$ cat src/rtl/rpcp_pkg.sv
package rpcp_pkg;

   // Number of arbitrated ports: first operand read, second operand read, write.
   localparam int unsigned NUM_PORTS = 3;

   // Implementation variant of the fixed-priority picker.
   typedef enum logic [0:0] {
      PICK_RIPPLE  = 1'b0,   // linear "seen" chain, lowest index first
      PICK_ISOLATE = 1'b1    // two's-complement lowest-set-bit isolate
   } pick_arch_e;

endpackage

$ cat src/rtl/rpcp_req_latch.sv
module rpcp_req_latch #(
   parameter int unsigned N = 4
) (
   input  logic         clk,
   input  logic         rst_n,
   input  logic [N-1:0] set_i,
   input  logic [N-1:0] clr_i,
   output logic [N-1:0] held_o
);

   if (N < 1) begin : g_bad_n
      $error("rpcp_req_latch: N must be at least 1");
   end

   // One independent pending flop per unit; a set wins over a clear.
   for (genvar u = 0; u < N; u++) begin : g_unit
      logic held_q;
      always_ff @(posedge clk) begin
         if (!rst_n)
            held_q <= 1'b0;
         else if (set_i[u])
            held_q <= 1'b1;
         else if (clr_i[u])
            held_q <= 1'b0;
      end
      assign held_o[u] = held_q;
   end

endmodule

$ cat src/rtl/rpcp_prio_pick.sv
module rpcp_prio_pick
   import rpcp_pkg::*;
#(
   parameter int unsigned N    = 4,
   parameter pick_arch_e  ARCH = PICK_RIPPLE
) (
   input  logic [N-1:0] elig_i,
   output logic [N-1:0] grant_o
);

   if (N < 1) begin : g_bad_n
      $error("rpcp_prio_pick: N must be at least 1");
   end

   if (ARCH == PICK_RIPPLE) begin : g_ripple
      always_comb begin
         logic seen;
         seen    = 1'b0;
         grant_o = '0;
         for (int i = 0; i < int'(N); i++) begin
            grant_o[i] = elig_i[i] & ~seen;
            seen       = seen | elig_i[i];
         end
      end
   end else begin : g_isolate
      logic [N-1:0] neg;
      assign neg     = (~elig_i) + {{(N-1){1'b0}}, 1'b1};
      assign grant_o = elig_i & neg;
   end

endmodule

$ cat src/rtl/rpcp_port_lane.sv
module rpcp_port_lane
   import rpcp_pkg::*;
#(
   parameter int unsigned N    = 4,
   parameter pick_arch_e  ARCH = PICK_RIPPLE
) (
   input  logic         clk,
   input  logic         rst_n,
   input  logic [N-1:0] issue_i,
   input  logic [N-1:0] able_i,
   output logic [N-1:0] go_o,
   output logic [N-1:0] pend_o,
   output logic         en_o
);

   logic [N-1:0] held;
   logic [N-1:0] elig;
   logic [N-1:0] grant;

   rpcp_req_latch #(.N(N)) u_latch (
      .clk    (clk),
      .rst_n  (rst_n),
      .set_i  (issue_i),
      .clr_i  (grant),
      .held_o (held)
   );

   // Release qualifier: the latch output; able level alone is not enough.
   assign elig = held & able_i;

   rpcp_prio_pick #(.N(N), .ARCH(ARCH)) u_pick (
      .elig_i  (elig),
      .grant_o (grant)
   );

   assign go_o   = grant;
   assign pend_o = held;
   assign en_o   = |grant;

endmodule

$ cat src/rtl/rpcp_top.sv
module rpcp_top
   import rpcp_pkg::*;
#(
   parameter int unsigned N        = 4,
   parameter pick_arch_e  RD_ARCH  = PICK_RIPPLE,
   parameter pick_arch_e  WR_ARCH  = PICK_ISOLATE
) (
   input  logic         clk,
   input  logic         rst_n,
   input  logic [N-1:0] issue_rd1,
   input  logic [N-1:0] issue_rd2,
   input  logic [N-1:0] issue_wr,
   input  logic [N-1:0] rd_ok,
   input  logic [N-1:0] wr_ok,
   output logic [N-1:0] go_rd1,
   output logic [N-1:0] go_rd2,
   output logic [N-1:0] go_wr,
   output logic [N-1:0] pend_rd1,
   output logic [N-1:0] pend_rd2,
   output logic [N-1:0] pend_wr,
   output logic         en_rd1,
   output logic         en_rd2,
   output logic         en_wr
);

   localparam int unsigned LAST_WR = NUM_PORTS - 1;

   if (N < 1) begin : g_bad_n
      $error("rpcp_top: N must be at least 1");
   end

   logic [NUM_PORTS-1:0][N-1:0] issue_v;
   logic [NUM_PORTS-1:0][N-1:0] able_v;
   logic [NUM_PORTS-1:0][N-1:0] go_v;
   logic [NUM_PORTS-1:0][N-1:0] pend_v;
   logic [NUM_PORTS-1:0]        en_v;

   assign issue_v = {issue_wr, issue_rd2, issue_rd1};
   assign able_v  = {wr_ok, rd_ok, rd_ok};

   // One fully independent lane per port; the write lane may use another variant.
   for (genvar p = 0; p < int'(NUM_PORTS); p++) begin : g_lane
      localparam pick_arch_e LANE_ARCH = (p == int'(LAST_WR)) ? WR_ARCH : RD_ARCH;
      rpcp_port_lane #(.N(N), .ARCH(LANE_ARCH)) u_lane (
         .clk     (clk),
         .rst_n   (rst_n),
         .issue_i (issue_v[p]),
         .able_i  (able_v[p]),
         .go_o    (go_v[p]),
         .pend_o  (pend_v[p]),
         .en_o    (en_v[p])
      );
   end

   assign go_rd1   = go_v[0];
   assign go_rd2   = go_v[1];
   assign go_wr    = go_v[2];
   assign pend_rd1 = pend_v[0];
   assign pend_rd2 = pend_v[1];
   assign pend_wr  = pend_v[2];
   assign en_rd1   = en_v[0];
   assign en_rd2   = en_v[1];
   assign en_wr    = en_v[2];

endmodule

$ cat config.mk
export PLATFORM = sky130hd
export DESIGN_NAME = rpcp_top
export DESIGN_NICKNAME = d
export VERILOG_FILES = /design/src/rtl/rpcp_pkg.sv /design/src/rtl/rpcp_req_latch.sv /design/src/rtl/rpcp_prio_pick.sv /design/src/rtl/rpcp_port_lane.sv /design/src/rtl/rpcp_top.sv
export SDC_FILE = /design/constraint.sdc
export NUM_CORES = 1
export LEC_CHECK = 0
export BUFFER_PORTS_ARGS = -buffer_cell sky130_fd_sc_hd__buf_2
export CORE_MARGIN = 2
export CORE_UTILIZATION = 44
export DETAILED_ROUTE_END_ITERATION = 8
export GPL_ROUTABILITY_DRIVEN = 0
export HOLD_SLACK_MARGIN = 0.06
export MAX_ROUTING_LAYER = met4
export PLACE_DENSITY_LB_ADDON = 0.08
export RECOVER_POWER = 25
export SETUP_SLACK_MARGIN = 0.3
export SYNTH_ARGS = -nofsm -noshare
export SYNTH_HDL_FRONTEND = slang
export SYNTH_HIERARCHICAL = 1
export SYNTH_SLANG_ARGS = --single-unit
$ cat constraint.sdc
create_clock -name clk -period 2.2 [get_ports clk]
set_input_delay 0.33 -clock clk [delete_from_list [all_inputs] [get_ports clk]]
set_output_delay 0.33 -clock clk [all_outputs]
set_load 0.02 [all_outputs]
==> Word-level counts from Yosys, hierarchy flattened <==
Cells that the tools add are included.
{ "classes": {"bitwise": 21, "n_reduce_logical": 15, "add_sub_neg": 1, "mux": 24} }
{ "ops": {"columns": ["operator", "n"], "rows": [
  ["$mux W1", 24],
  ["$reduce_bool A2 Y1", 12],
  ["$and A4 B4 Y4", 4],
  ["$reduce_or A4 Y1", 3],
  ["$and A1 B1 Y1", 6],
  ["$not A1 Y1", 6],
  ["$add A4 B1 Y4 const B", 1],
  ["$not A4 Y4", 1],
  ["$or A1 B1 Y1", 4]
]} }
{ "word_totals": {"regBits": 12} }

==> Longest topological paths before layout <==
{ "logic_depth": {"word_depth": 7, "ltp_mapped": 5} }

==> Modules after synthesis <==
The synthesis kept the hierarchy.
{ "by_module_without_submodules": {"columns": ["mod", "cells_each", "n_inst", "area_each_um2", "seq_area_each_um2"], "rows": [
  ["rpcp_req_latch", 16, 3, 195.2, 80.1],
  ["rpcp_prio_pick", 4, 3, 36.3, 0.0],
  ["rpcp_port_lane", 5, 3, 32.5, 0.0]
]} }

==> Worst setup path before layout <==
OpenSTA, ideal clock, no wires.
{ "synth_path": {"path_kind": "reg2out", "from": "register g_lane[0].u_lane.u_latch.g_unit[0].held_q", "to": "output port en_rd1", "n_path_buf": 1, "slack_ns": 0.161, "arrival_ns": 1.709, "path_stages_with_launch": 5, "path_cell_list": "dfxtp_1 buf_4 and2_1 nor3b_1 or4_1"} }
{ "synth_via": {"elab_cells_between_ends": 10, "classes_between": "bitwise: 9; reduce/logical: 1"} }
{ "synth_lines": {"columns": ["element", "line", "source"], "rows": [
  ["from (decl)", "rpcp_req_latch.sv:17", "logic held_q;"],
  ["from (signal assigned)", "rpcp_req_latch.sv:20", "held_q <= 1'b0;"],
  ["from (signal assigned)", "rpcp_req_latch.sv:22", "held_q <= 1'b1;"],
  ["from (signal assigned)", "rpcp_req_latch.sv:24", "held_q <= 1'b0;"],
  ["$and A4 B4 Y4", "rpcp_port_lane.sv:29", "assign elig = held & able_i;"],
  ["net g_lane[0].u_lane.elig[0]", "rpcp_port_lane.sv:17", "logic [N-1:0] elig;"],
  ["$or A1 B1 Y1", "rpcp_prio_pick.sv:22", "seen = seen | elig_i[i];"],
  ["$not A1 Y1", "rpcp_prio_pick.sv:21", "grant_o[i] = elig_i[i] & ~seen;"],
  ["$and A1 B1 Y1", "rpcp_prio_pick.sv:21", null],
  ["net go_rd1[2]", "rpcp_top.sv:15", "output logic [N-1:0] go_rd1,"],
  ["$reduce_or A4 Y1", "rpcp_port_lane.sv:38", "assign en_o = |grant;"],
  ["to (decl)", "rpcp_top.sv:21", "output logic en_rd1,"]
]} }
The timed path passes the listed nets, and every way through them passes these cells.

==> Worst setup path after layout <==
{ "layout_path": {"from": "register g_lane[1].u_lane.u_latch.g_unit[1].held_q", "to": "output port en_rd2"} }
{ "layout_via": {"elab_chain_len": 6, "elab_cells_between_ends": 9, "classes_between": "bitwise: 8; reduce/logical: 1"} }
{ "layout_lines": {"columns": ["element", "line", "source"], "rows": [
  ["from (decl)", "rpcp_req_latch.sv:17", null],
  ["from (signal assigned)", "rpcp_req_latch.sv:20", null],
  ["from (signal assigned)", "rpcp_req_latch.sv:22", null],
  ["from (signal assigned)", "rpcp_req_latch.sv:24", null],
  ["$and A4 B4 Y4 *", "rpcp_port_lane.sv:29", null],
  ["net g_lane[1].u_lane.elig[1]", "rpcp_port_lane.sv:17", null],
  ["$or A1 B1 Y1 (2 in a row)", "rpcp_prio_pick.sv:22", null],
  ["$not A1 Y1", "rpcp_prio_pick.sv:21", null],
  ["$and A1 B1 Y1", "rpcp_prio_pick.sv:21", null],
  ["$reduce_or A4 Y1 *", "rpcp_port_lane.sv:38", null],
  ["to (decl)", "rpcp_top.sv:22", "output logic en_rd2,"]
]} }
Mark *: on every way through the listed nets, which the timed path passes. The rest lies on a longest branch.

==> metrics.yaml <==
status: "finished clean"
grt_max_degree: 13
grt_pass1_vias: 528
die_w_um: 46.4
synth_seq_cells: 12
cts_tree: "yes"
start_kind: "register"
via_count: 652
fin_setup_tns_ps: 0
final_util_pct: 69.5
powerDensity_nw_per_um2: 552
synthesis.nets: 97
finalCriticalPeriod_ps: 1960
start_util_pct: 46.4
ys_warn_count: 6
largest_register_ffs: 12
cp.arrival_ps: 1630
coreArea_um2: 1710
fmax_mhz: 511
comb_power_share_pct: 35.4
rsz0062_at_grt: "yes"
synth-seq-area-share_pct: 30.3
numClockSinks: 12
cp_cell_sequence: "and2_0, nor2b_4, or4_4, buf_6"
critPathKind: "register to primary output"
switchingPower_mw: 0.196
grt_first_pass_wirelength_um: 2330
layout-drive-gt1-share_pct: 77.9
syn_inst: 75
max_stage_delay_ps: 500
cp.required_ps: 1870
ant_nets: 0
wl_per_cell_um: 11.8
fin_crit_sh_pct: 88.9
nets: 145
die_y_um: 46.4
final_common_cell: "buf_2"
power_frac_clock_pct: 27.1
final_cell_area_um2: 1190
diodes: 0
clock_latency_ps: 270
grt_overflow_total: 0
finalHoldViolations: 0
end_kind: "primary output"
avgSynthCellArea_um2: 10.6
drv_cap: 0
grt_use_total_pct: 16.2
rows: 15
finClkSkew_ps: 6.52
cts_root_buf: "clkbuf_4"
hold_path_class: "input pin to register"
critPathSlowestCell: "or4_4"
area_growth_pct: 49.8
final_cell_mix: "buf_2, nor2b_4, o21a_1, buf_4"
drcViolationCount: 0
cts_buffers: 3
synth_cell_types: 9
internal_power_mw: 0.458
reg.largest.list: "g_lane.u_lane/u_latch/g_unit.held_q x12"
place_area_um2: 992
finalWirelength_um: 1730
viasPerCell: 4.44
seqPwrFrac_pct: 37.5
path_clk_slew_ps: 80
largest_register: "g_lane.u_lane/u_latch/g_unit.held_q"
hpwlAfterDp_um: 1240
netlist_area_um2: 792
htree_levels: 1
drt_iter0_drc: 1
die_area_um2: 2160
drv_slew: 0
worstMarginPinSlew_ps: 329
relSlewSlack_pct: 78.0
p_sw_share_pct: 30.0
finalSetupViolCount: 0
cts_buffer_depth: 2
pin_count: 49
port_buffers: 48
vdd_drop_max_uv: 318
antenna_found_initial: 0
dr.pass1.iters: 3
cp_max_fo: 3
leakage_nw: 0.592
[synthesized netlist by cell type]
| master | instances | area share, % |
|---|---|---|
| or4_1 | 3 | 2.8 |
| and2_1 | 12 | 9.5 |
| buf_4 | 15 | 14 |
| nor3b_1 | 3 | 2.8 |
| nor2b_4 | 12 | 21 |
| nor2b_1 | 3 | 2.4 |
| nor4b_2 | 3 | 5.7 |
| dfxtp_1 | 12 | 30 |
| o21a_1 | 12 | 11 |
[worst paths after layout]
kind	from	endpoint	slack, ps	depth (start not counted)
worst max register to register	g_lane[1].u_lane/u_latch/g_unit[1].held_q$_SDFFE_PN0P_	g_lane[1].u_lane/u_latch/g_unit[3].held_q$_SDFFE_PN0P_	830	5
worst max-delay path	g_lane[1].u_lane/u_latch/g_unit[1].held_q$_SDFFE_PN0P_	en_rd2	240	4
worst min register to register	g_lane[2].u_lane/u_latch/g_unit[1].held_q$_SDFFE_PN0P_	g_lane[2].u_lane/u_latch/g_unit[1].held_q$_SDFFE_PN0P_	580	2
worst min-delay path	issue_rd2[0]	g_lane[1].u_lane/u_latch/g_unit[0].held_q$_SDFFE_PN0P_	260	2
[repair_timing]
action / 4_1_cts / 5_1_grt
buffers inserted: 3 / 7
hold buffers: 0 / 0
setup endpoints to repair: 3 / 3
gates resized for setup: 28 / 7
pin swaps: 6 / 4
[stage by stage]
stage | instances | worst slack (ps) | power, mW | hold slack, ps
CTS | 140 | 294 | 0.646 | 254
global placement | 133 | 297 | 0.432 | 538
finish | 147 | 244 | 0.654 | 257
global route | 147 | 201 | 0.687 | 253
floorplan | 75 | 329 | 0.400 | 447
detailed placement | 133 | 259 | 0.436 | 541
[power by group through the flow]
| stage | registers (mW) | logic (mW) | clock network, mW |
|---|---|---|---|
| 2_1_floorplan | 0.245 | 0.155 | 0 |
| 3_3_place_gp | 0.248 | 0.184 | 0 |
| 3_5_place_dp | 0.249 | 0.187 | 0 |
| 4_1_cts | 0.245 | 0.217 | 0.184 |
| 5_1_grt | 0.248 | 0.247 | 0.193 |
| 6_report | 0.245 | 0.232 | 0.177 |
[metal layers]
layer / share of wire, % / up-vias / track usage (%)
met2: 54 / 23 / 26.4
met5: 0 / - / -
met3: 5.3 / 2 / 2.35
met4: 0.69 / 0 / 6.86
li1: - / 331 / -
met1: 40 / 296 / 19.8
[final cells by class]
class | instances | area (um^2)
clock buffer | 4 | 36.3
fill | 157 | 522
multi-input combinational | 48 | 538
sequential | 12 | 246
tap | 25 | 31.3
timing repair buffer | 58 | 334
[critical path, delay by kind of cell (launching register included)]
kind,cells,cell delay [ps]
AND/OR/NAND/NOR,3,880
buffers and inverters,1,150
flip-flops,1,320
[cell families after synthesis]
logic type,synth area share (%)
flip-flops,30.3
AND/OR/NAND/NOR,44.1
buffers and inverters,14.2
AO/OA/AOI/OAI,11.4
No activity file was read; power rests on OpenSTA's default activity.
